==> src/rtl/nmi_sd_pkg.sv <==
package nmi_sd_pkg;
  localparam int ADDR_W = 2;

  localparam logic [ADDR_W-1:0] A_CTRL = 2'd0;
  localparam logic [ADDR_W-1:0] A_STAT = 2'd1;
  localparam logic [ADDR_W-1:0] A_FILT = 2'd2;

  // control register fields
  localparam int B_SHUT = 0;
  localparam int B_REQ  = 1;
  // status register fields
  localparam int B_FLAG = 0;
  localparam int B_OFF  = 1;  // read: shutdown state, write 1: re-enable
  localparam int B_LVL  = 2;

  // true when one more differing cycle completes the stability window
  function automatic logic window_done(input int unsigned cnt, input int unsigned len);
    int unsigned eff;
    eff = (len == 0) ? 1 : len;
    return (cnt + 1) >= eff;
  endfunction
endpackage

==> src/rtl/nmi_sd_sync.sv <==
module nmi_sd_sync #(
  parameter int STAGES = 2
) (
  input  logic clk,
  input  logic rst_n,
  input  logic din,
  output logic dout
);
  logic [STAGES-1:0] chain_q;

  always_ff @(posedge clk or negedge rst_n) begin
    if (!rst_n) chain_q <= '0;
    else        chain_q <= {chain_q[STAGES-2:0], din};
  end

  assign dout = chain_q[STAGES-1];
endmodule

==> src/rtl/nmi_sd_filter.sv <==
module nmi_sd_filter
  import nmi_sd_pkg::*;
#(
  parameter int CNT_W = 8
) (
  input  logic             clk,
  input  logic             rst_n,
  input  logic             din,
  input  logic [CNT_W-1:0] len,
  output logic             lvl,
  output logic             rise
);
  logic [CNT_W-1:0] cnt_q;
  logic             lvl_q;
  logic             rise_q;

  always_ff @(posedge clk or negedge rst_n) begin
    if (!rst_n) begin
      cnt_q  <= '0;
      lvl_q  <= 1'b0;
      rise_q <= 1'b0;
    end else begin
      rise_q <= 1'b0;
      if (din == lvl_q) begin
        cnt_q <= '0;
      end else if (window_done(32'(cnt_q), 32'(len))) begin
        lvl_q  <= din;
        cnt_q  <= '0;
        rise_q <= din;
      end else begin
        cnt_q <= cnt_q + 1'b1;
      end
    end
  end

  assign lvl  = lvl_q;
  assign rise = rise_q;
endmodule

==> src/rtl/nmi_sd_regs.sv <==
module nmi_sd_regs
  import nmi_sd_pkg::*;
#(
  parameter int DATA_W   = 8,
  parameter int CNT_W    = 8,
  parameter int FILT_RST = 4
) (
  input  logic              clk,
  input  logic              rst_n,
  input  logic              wr,
  input  logic [ADDR_W-1:0] addr,
  input  logic [DATA_W-1:0] wdata,
  input  logic              evt,
  input  logic              lvl,
  output logic [DATA_W-1:0] rdata,
  output logic              shut_en,
  output logic              req_en,
  output logic [CNT_W-1:0]  filt_len,
  output logic              flag,
  output logic              off,
  output logic              clr_wr,
  output logic              reen_wr
);
  logic stat_wr;

  assign stat_wr = wr && (addr == A_STAT);
  assign clr_wr  = stat_wr && wdata[B_FLAG];
  assign reen_wr = stat_wr && wdata[B_OFF];

  always_ff @(posedge clk or negedge rst_n) begin
    if (!rst_n) begin
      shut_en  <= 1'b1;
      req_en   <= 1'b1;
      filt_len <= CNT_W'(FILT_RST);
    end else if (wr) begin
      if (addr == A_CTRL) begin
        shut_en <= wdata[B_SHUT];
        req_en  <= wdata[B_REQ];
      end
      if (addr == A_FILT) filt_len <= CNT_W'(wdata);
    end
  end

  // event wins over a clearing write in the same cycle
  always_ff @(posedge clk or negedge rst_n) begin
    if (!rst_n)      flag <= 1'b0;
    else if (evt)    flag <= 1'b1;
    else if (clr_wr) flag <= 1'b0;
  end

  always_ff @(posedge clk or negedge rst_n) begin
    if (!rst_n)                 off <= 1'b0;
    else if (evt && shut_en)    off <= 1'b1;
    else if (reen_wr && !flag)  off <= 1'b0;
  end

  always_comb begin
    rdata = '0;
    case (addr)
      A_CTRL: begin
        rdata[B_SHUT] = shut_en;
        rdata[B_REQ]  = req_en;
      end
      A_STAT: begin
        rdata[B_FLAG] = flag;
        rdata[B_OFF]  = off;
        rdata[B_LVL]  = lvl;
      end
      A_FILT:  rdata = DATA_W'(filt_len);
      default: rdata = '0;
    endcase
  end
endmodule

==> src/rtl/nmi_sd_cpu.sv <==
module nmi_sd_cpu (
  input  logic clk,
  input  logic rst_n,
  input  logic evt,
  input  logic req_en,
  input  logic ack,
  output logic req
);
  logic pend_q;

  // a new event outranks the acknowledge
  always_ff @(posedge clk or negedge rst_n) begin
    if (!rst_n)               pend_q <= 1'b0;
    else if (evt && req_en)   pend_q <= 1'b1;
    else if (ack)             pend_q <= 1'b0;
  end

  assign req = pend_q;
endmodule

==> src/rtl/nmi_shutdown_ctrl.sv <==
module nmi_shutdown_ctrl
  import nmi_sd_pkg::*;
#(
  parameter int N_PHASE  = 6,
  parameter int DATA_W   = 8,
  parameter int CNT_W    = 8,
  parameter int SYNC_N   = 2,
  parameter int FILT_RST = 4
) (
  input  logic              clk,
  input  logic              rst_n,
  input  logic              nmi_in,
  input  logic              reg_wr,
  input  logic [ADDR_W-1:0] reg_addr,
  input  logic [DATA_W-1:0] reg_wdata,
  output logic [DATA_W-1:0] reg_rdata,
  input  logic [N_PHASE-1:0] pwm_in,
  output logic [N_PHASE-1:0] phase_out,
  output logic [N_PHASE-1:0] phase_oe,
  output logic              cpu_nmi_req,
  input  logic              cpu_nmi_ack
);
  logic             line_sync;
  logic             lvl;
  logic             evt;
  logic             shut_en;
  logic             req_en;
  logic [CNT_W-1:0] filt_len;
  logic             flag;
  logic             off;
  logic             clr_wr;
  logic             reen_wr;
  logic             kill;

  nmi_sd_sync #(.STAGES(SYNC_N)) u_sync (
    .clk(clk), .rst_n(rst_n), .din(nmi_in), .dout(line_sync)
  );

  nmi_sd_filter #(.CNT_W(CNT_W)) u_filt (
    .clk(clk), .rst_n(rst_n), .din(line_sync), .len(filt_len),
    .lvl(lvl), .rise(evt)
  );

  nmi_sd_regs #(.DATA_W(DATA_W), .CNT_W(CNT_W), .FILT_RST(FILT_RST)) u_regs (
    .clk(clk), .rst_n(rst_n), .wr(reg_wr), .addr(reg_addr), .wdata(reg_wdata),
    .evt(evt), .lvl(lvl), .rdata(reg_rdata), .shut_en(shut_en), .req_en(req_en),
    .filt_len(filt_len), .flag(flag), .off(off), .clr_wr(clr_wr), .reen_wr(reen_wr)
  );

  nmi_sd_cpu u_cpu (
    .clk(clk), .rst_n(rst_n), .evt(evt), .req_en(req_en),
    .ack(cpu_nmi_ack), .req(cpu_nmi_req)
  );

  // drivers released in the very cycle the event is seen
  assign kill = off | (evt & shut_en);

  for (genvar g = 0; g < N_PHASE; g++) begin : g_phase
    assign phase_oe[g]  = ~kill;
    assign phase_out[g] = pwm_in[g] & ~kill;
  end
endmodule

==> config.mk <==
export PLATFORM = sky130hd
export DESIGN_NAME = nmi_shutdown_ctrl
export DESIGN_NICKNAME = d
export VERILOG_FILES = /design/src/rtl/nmi_sd_pkg.sv /design/src/rtl/nmi_sd_sync.sv /design/src/rtl/nmi_sd_filter.sv /design/src/rtl/nmi_sd_regs.sv /design/src/rtl/nmi_sd_cpu.sv /design/src/rtl/nmi_shutdown_ctrl.sv
export SDC_FILE = /design/constraint.sdc
export NUM_CORES = 1
export LEC_CHECK = 0
export BUFFER_PORTS_ARGS = -buffer_cell sky130_fd_sc_hd__clkbuf_2
export CORE_MARGIN = 4
export CORE_UTILIZATION = 45
export DETAILED_ROUTE_END_ITERATION = 12
export GPL_TIMING_DRIVEN = 0
export PLACE_DENSITY = 0.71
export SLEW_MARGIN = 20
export SYNTH_ARGS = -nofsm -noshare
export SYNTH_HDL_FRONTEND = slang
export SYNTH_SLANG_ARGS = --single-unit
==> constraint.sdc <==
create_clock -name clk -period 3 [get_ports clk]
set_clock_uncertainty 0.15 [all_clocks]
set_input_delay 0.6 -clock clk [delete_from_list [all_inputs] [get_ports clk]]
set_output_delay 0.6 -clock clk [all_outputs]
set_load 0.005 [all_outputs]
# Yosys cells after proc, flatten, opt, wreduce, memory -nomap -nowiden
# Cells that the tools add are included.
[totals]
ff_bits = 25
input_bits = 21
output_inout_bits = 21
word_cells = 55
[op_classes]
n_eq_ne = 3
n_bitwise = 10
order_cmp = 1
mux = 14
reduce_logical = 15
n_addsub = 2
[ops]
columns = ["cell", "count"]
rows = [
  [">= comparator 32 bit", 1],
  ["2-to-1 mux 8 bit", 3],
  ["adder 8 x 1 -> 9 bit, second input constant", 1],
  ["adder 8 x 1 -> 8 bit, second input constant", 1],
  ["zero test 8 bit", 1],
  ["2-to-1 mux 1 bit", 8],
  ["bitwise AND 1 bit", 7],
  ["logical AND 1 bit", 6],
  ["one-hot mux 2 bit (3 select lines)", 1],
  ["AND reduction 2 bit", 3],
  ["nonzero test 2 bit", 3],
  ["2-to-1 mux 5 bit", 1],
  ["== test 2 x 1 -> 1 bit, second input constant", 1],
  ["== test 2 bit, second input constant", 1],
  ["zero test 2 bit", 1],
  ["inverter 1 bit", 2],
  ["one-hot mux 1 bit (2 select lines)", 1],
  ["== test 1 bit", 1],
  ["zero test 1 bit", 1],
  ["bitwise OR 1 bit", 1],
]

# Longest topological paths before layout
[logic_depth]
word_depth = 6
depth_mapped = 9
ltp_nobuf = 9

# Cells and area by module
# From an unflattened synthesis, not the netlist that was laid out.
[hier_totals]
cells_unflattened = 135
area_unflattened_um2 = 1463.9
[modules_own_cells]
columns = ["module", "cells_each", "seq_area_each_um2", "area_per_inst_um2", "instances"]
rows = [
  ["nmi_sd_filter", 69, 250.2, 675.6, 1],
  ["nmi_sd_regs", 48, 304.0, 613.1, 1],
  ["nmi_shutdown_ctrl", 12, 0.0, 83.8, 1],
  ["nmi_sd_sync", 2, 50.0, 50.0, 1],
  ["nmi_sd_cpu", 4, 25.0, 41.3, 1],
]

# Worst setup path after synthesis
# OpenSTA, ideal clock, no wires.
[synth_timing]
path_kind = "register -> register"
from = "register u_regs.filt_len[4]"
to = "register u_filt.lvl_q (netlist: u_filt.lvl)"
path_stages_with_launch = 9
n_path_buf = 0
setup_ns = 0.125
required_ns = 2.725
setup_slack_ns = 0.534
arrival_ns = 2.191
synth_period_minus_slack_ns = 2.466
path_cell_list = "dfrtp_1 nor4_1 a41o_1 ha_1 nand2b_4 a2111oi_2 o311a_2 nor2b_4 mux2_4"
[synth_via]
elab_chain_len = 4
[synth_rtl]
columns = ["element", "line", "source"]
rows = [
  ["start: declaration", "nmi_sd_regs.sv:18", "output logic [CNT_W-1:0] filt_len,"],
  ["start signal: assignment", "nmi_sd_regs.sv:34", "filt_len <= CNT_W'(FILT_RST);"],
  ["start signal: assignment", "nmi_sd_regs.sv:40", "if (addr == A_FILT) filt_len <= CNT_W'(wdata);"],
  ["zero test 8 bit", "nmi_sd_pkg.sv:19", "eff = (len == 0) ? 1 : len;"],
  ["2-to-1 mux 8 bit (*)", "nmi_sd_pkg.sv:19", ""],
  [">= comparator 32 bit (*)", "nmi_sd_pkg.sv:20", "return (cnt + 1) >= eff;"],
  ["AND reduction 2 bit (no line) (*)", "--", ""],
  ["end signal: assignment", "nmi_sd_filter.sv:27", "lvl_q <= din;"],
  ["end: declaration", "nmi_sd_filter.sv:14", "logic lvl_q;"],
]
# Mark *: on every way between the ends. The rest lies on a longest branch, timed or not.
# A chain may end at the register's enable or synchronous reset.

# Final worst setup path
# Ends and elaborated chain as after synthesis.

==> flow_summary.toml <==
[pwr]
p_int_mw = 0.662
seqPwrFrac = 0.473
power_leakage_nw = 0.932
cellPowerDensity_mw_per_mm2 = 571
ir_drop_v = 0.000314
power_mw = 0.987
p_comb_frac = 0.375
pwr-share-clk = 0.151
power_switching_mw = 0.325
p_sw_frac = 0.329

[clock_network]
cts_hold_buf = 0
numClockSinks = 25
cts_resized = 0
clk_latency_ns = 0.31
clk_pin_slew_worst_paths_ns = 0.14
post_cts_buffers = 0
cts_tree = "yes"
numCtsBuffers = 3
cts-root-buf = "clkbuf_4"
cts.path.max_buffers = 2
htreeDepth = 1

[worst_setup_path]
crit_path_end = "u_filt.lvl"
endpoint_kind = "flop"
r2r_start = "u_regs.filt_len[4]"
arrival_ns = 2.78
r2r_slack_ns = 0.28
r2r-end = "u_filt.lvl"
crit_path_start = "u_regs.filt_len[4]"
crit_required_ns = 3.06
critPathKind = "flop to flop"
rr_worst_depth = 8
worstSetupStartpointType = "flop"
crit_fanout = 9

[final_layout]
layout_common_cells = "clkbuf_2 (41), dfrtp_1 (22), ha_1 (13)"
final_common_cell = "clkbuf_2"
diodes = 0
seq_area_um2 = 629
area_delta_synth_final_pct = 19.9
fin_util = 0.566
stdcell_count = 219
fin_area_mm2 = 0.00173
nets = 210
multi_input_area_um2 = 731
fill_cells = 294
final_layout_size_suffix_gt1_frac = 0.389

[timing]
hold_viol_final = 0
tightest_slew_ns = 0.713
period_minus_slack_ns = 2.72
max_clock_freq_mhz = 368
tns_ns = 0
final_max_slew_viol_count = 0
relSlewSlack = 0.524
holdWs_ns = 0.114
setup_ws_ns = 0.281
setup_viol = 0
fin_crit_sh = 0.906
grt_setup_unrepaired = "no"

[routing]
avgRoutedWirePerCell_um = 13.0
dr.pass1.iters = 5
wirelength_mm = 2.85
drc = 0
vias = 1115
viasPerCell = 5.09
ant_nets = 0
drt_iter0_drc = 41

[place]
place.gp.congestion = 0.822
dpl.hpwl_mm = 2.37
place_area_mm2 = 0.00170
dp_slack_ns = 0.301
dp.cells = 215
port_buffers = 41

[synth]
synth_cells = 130
async_flop_share = 1.00
syn_nets = 164
synth.distinct_cells = 36
yosysWarnings = 0
synth.avg_cell_area_um2 = 11.1
synth-seq-cells = 25
yosysTopAreaCell = "dfrtp_1"
synth_area_leaders = "dfrtp_1 (38%), ha_1 (11%), mux2_2 (7.8%)"
ys.flop_type = "dfrtp_1"
ys_seq_area_frac = 0.436
synth_edf_count = 0
netlist_area_mm2 = 0.00144
netlist.area_leader.share = 0.382

[grt]
globalRouteOverflowTotal = 0
track_usage = 0.149
grt_pass1_wl_mm = 5.13
grt_max_degree = 26
antenna_found_initial = 0
grt_pass1_vias = 1198

[job]
drv_cap = 0

[floorplanning]
row_count = 20
initial_utilization = 0.473
pin_count = 42
die_w_um = 64.6
core_area_mm2 = 0.00305
die_h_um = 64.6
die_area_mm2 = 0.00418

[outcome]
status = "complete, no violations"

[worst_hold_path]
min_path_type = "primary input to async pin"
state kept, by name, summed over array words and instances (netlist names):
signal and cells:
u_sync.chain_q 2, u_regs.flag 1, u_regs.req_en 1, u_filt.rise 1
u_filt.lvl 1, u_regs.filt_len 8, u_cpu.req 1, u_regs.shut_en 1
u_regs.off 1, u_filt.cnt_q 8
area by class of cell:
class	instances	area share
Sequential cell	25	0.364
Clock buffer	4	0.0152
Timing Repair Buffer	41	0.119
Buffer	6	0.0239
Multi-Input combinational cell	88	0.423
Inverter	11	0.0239
Tap cell	44	0.0318
worst max-delay path, cell delays in order (launching register included):
cell and delay [ns]:
dfrtp_1 0.44, nor4_1 0.33, a41o_1 0.22, ha_1 0.22
nand2b_4 0.14, a2111oi_2 0.35, o311a_2 0.29, nor2b_4 0.19
mux2_4 0.30
power by group through the flow:
stage | Sequential (mW) | Combinational (mW) | Clock (mW)
after floorplan | 0.452 | 0.261 | 0
after global placement | 0.469 | 0.359 | 0
after detailed placement | 0.473 | 0.375 | 0
after CTS | 0.466 | 0.377 | 0.154
after global routing | 0.476 | 0.425 | 0.172
final | 0.467 | 0.370 | 0.149
kinds of logic after synthesis:
logic type / after synthesis / synth area share
DFF: 25 / 0.436
buffers and inverters: 17 / 0.0572
adders and majority gates: 13 / 0.113
xor gates and xnor gates: 7 / 0.0425
AOI/OAI and AO/OA: 13 / 0.0789
and+or+nand+nor: 44 / 0.184
muxes: 11 / 0.0885
routing by layer:
layer	vias to the layer above	global-route usage	share of wire
met5	-	0	0
met4	0	0.0396	0.010
met3	4	0.00867	0.034
met2	20	0.277	0.53
met1	553	0.187	0.42
li1	538	-	-
Yosys cell counts (2+ instances only):
master    count
xor2_1        2
dfstp_2       3
inv_1        11
and2_1       11
buf_4         5
nor2_1        6
nand3_1       4
nand4_1       2
dfrtp_1      22
nand2_1       6
and3_1        7
a222oi_1      2
xnor2_1       5
mux2_2       10
ha_1         13
worst min path at each step:
stage | startpoint | endpoint
after global routing | rst_n | u_filt.cnt_q[6]
after CTS | rst_n | u_filt.cnt_q[6]
after floorplan | rst_n | u_cpu.req
after global placement | u_sync.chain_q[0] | u_sync.chain_q[1]
final | rst_n | u_filt.cnt_q[6]
after detailed placement | u_sync.chain_q[0] | u_sync.chain_q[1]
Note: power is estimated with default switching activity, not from simulation.
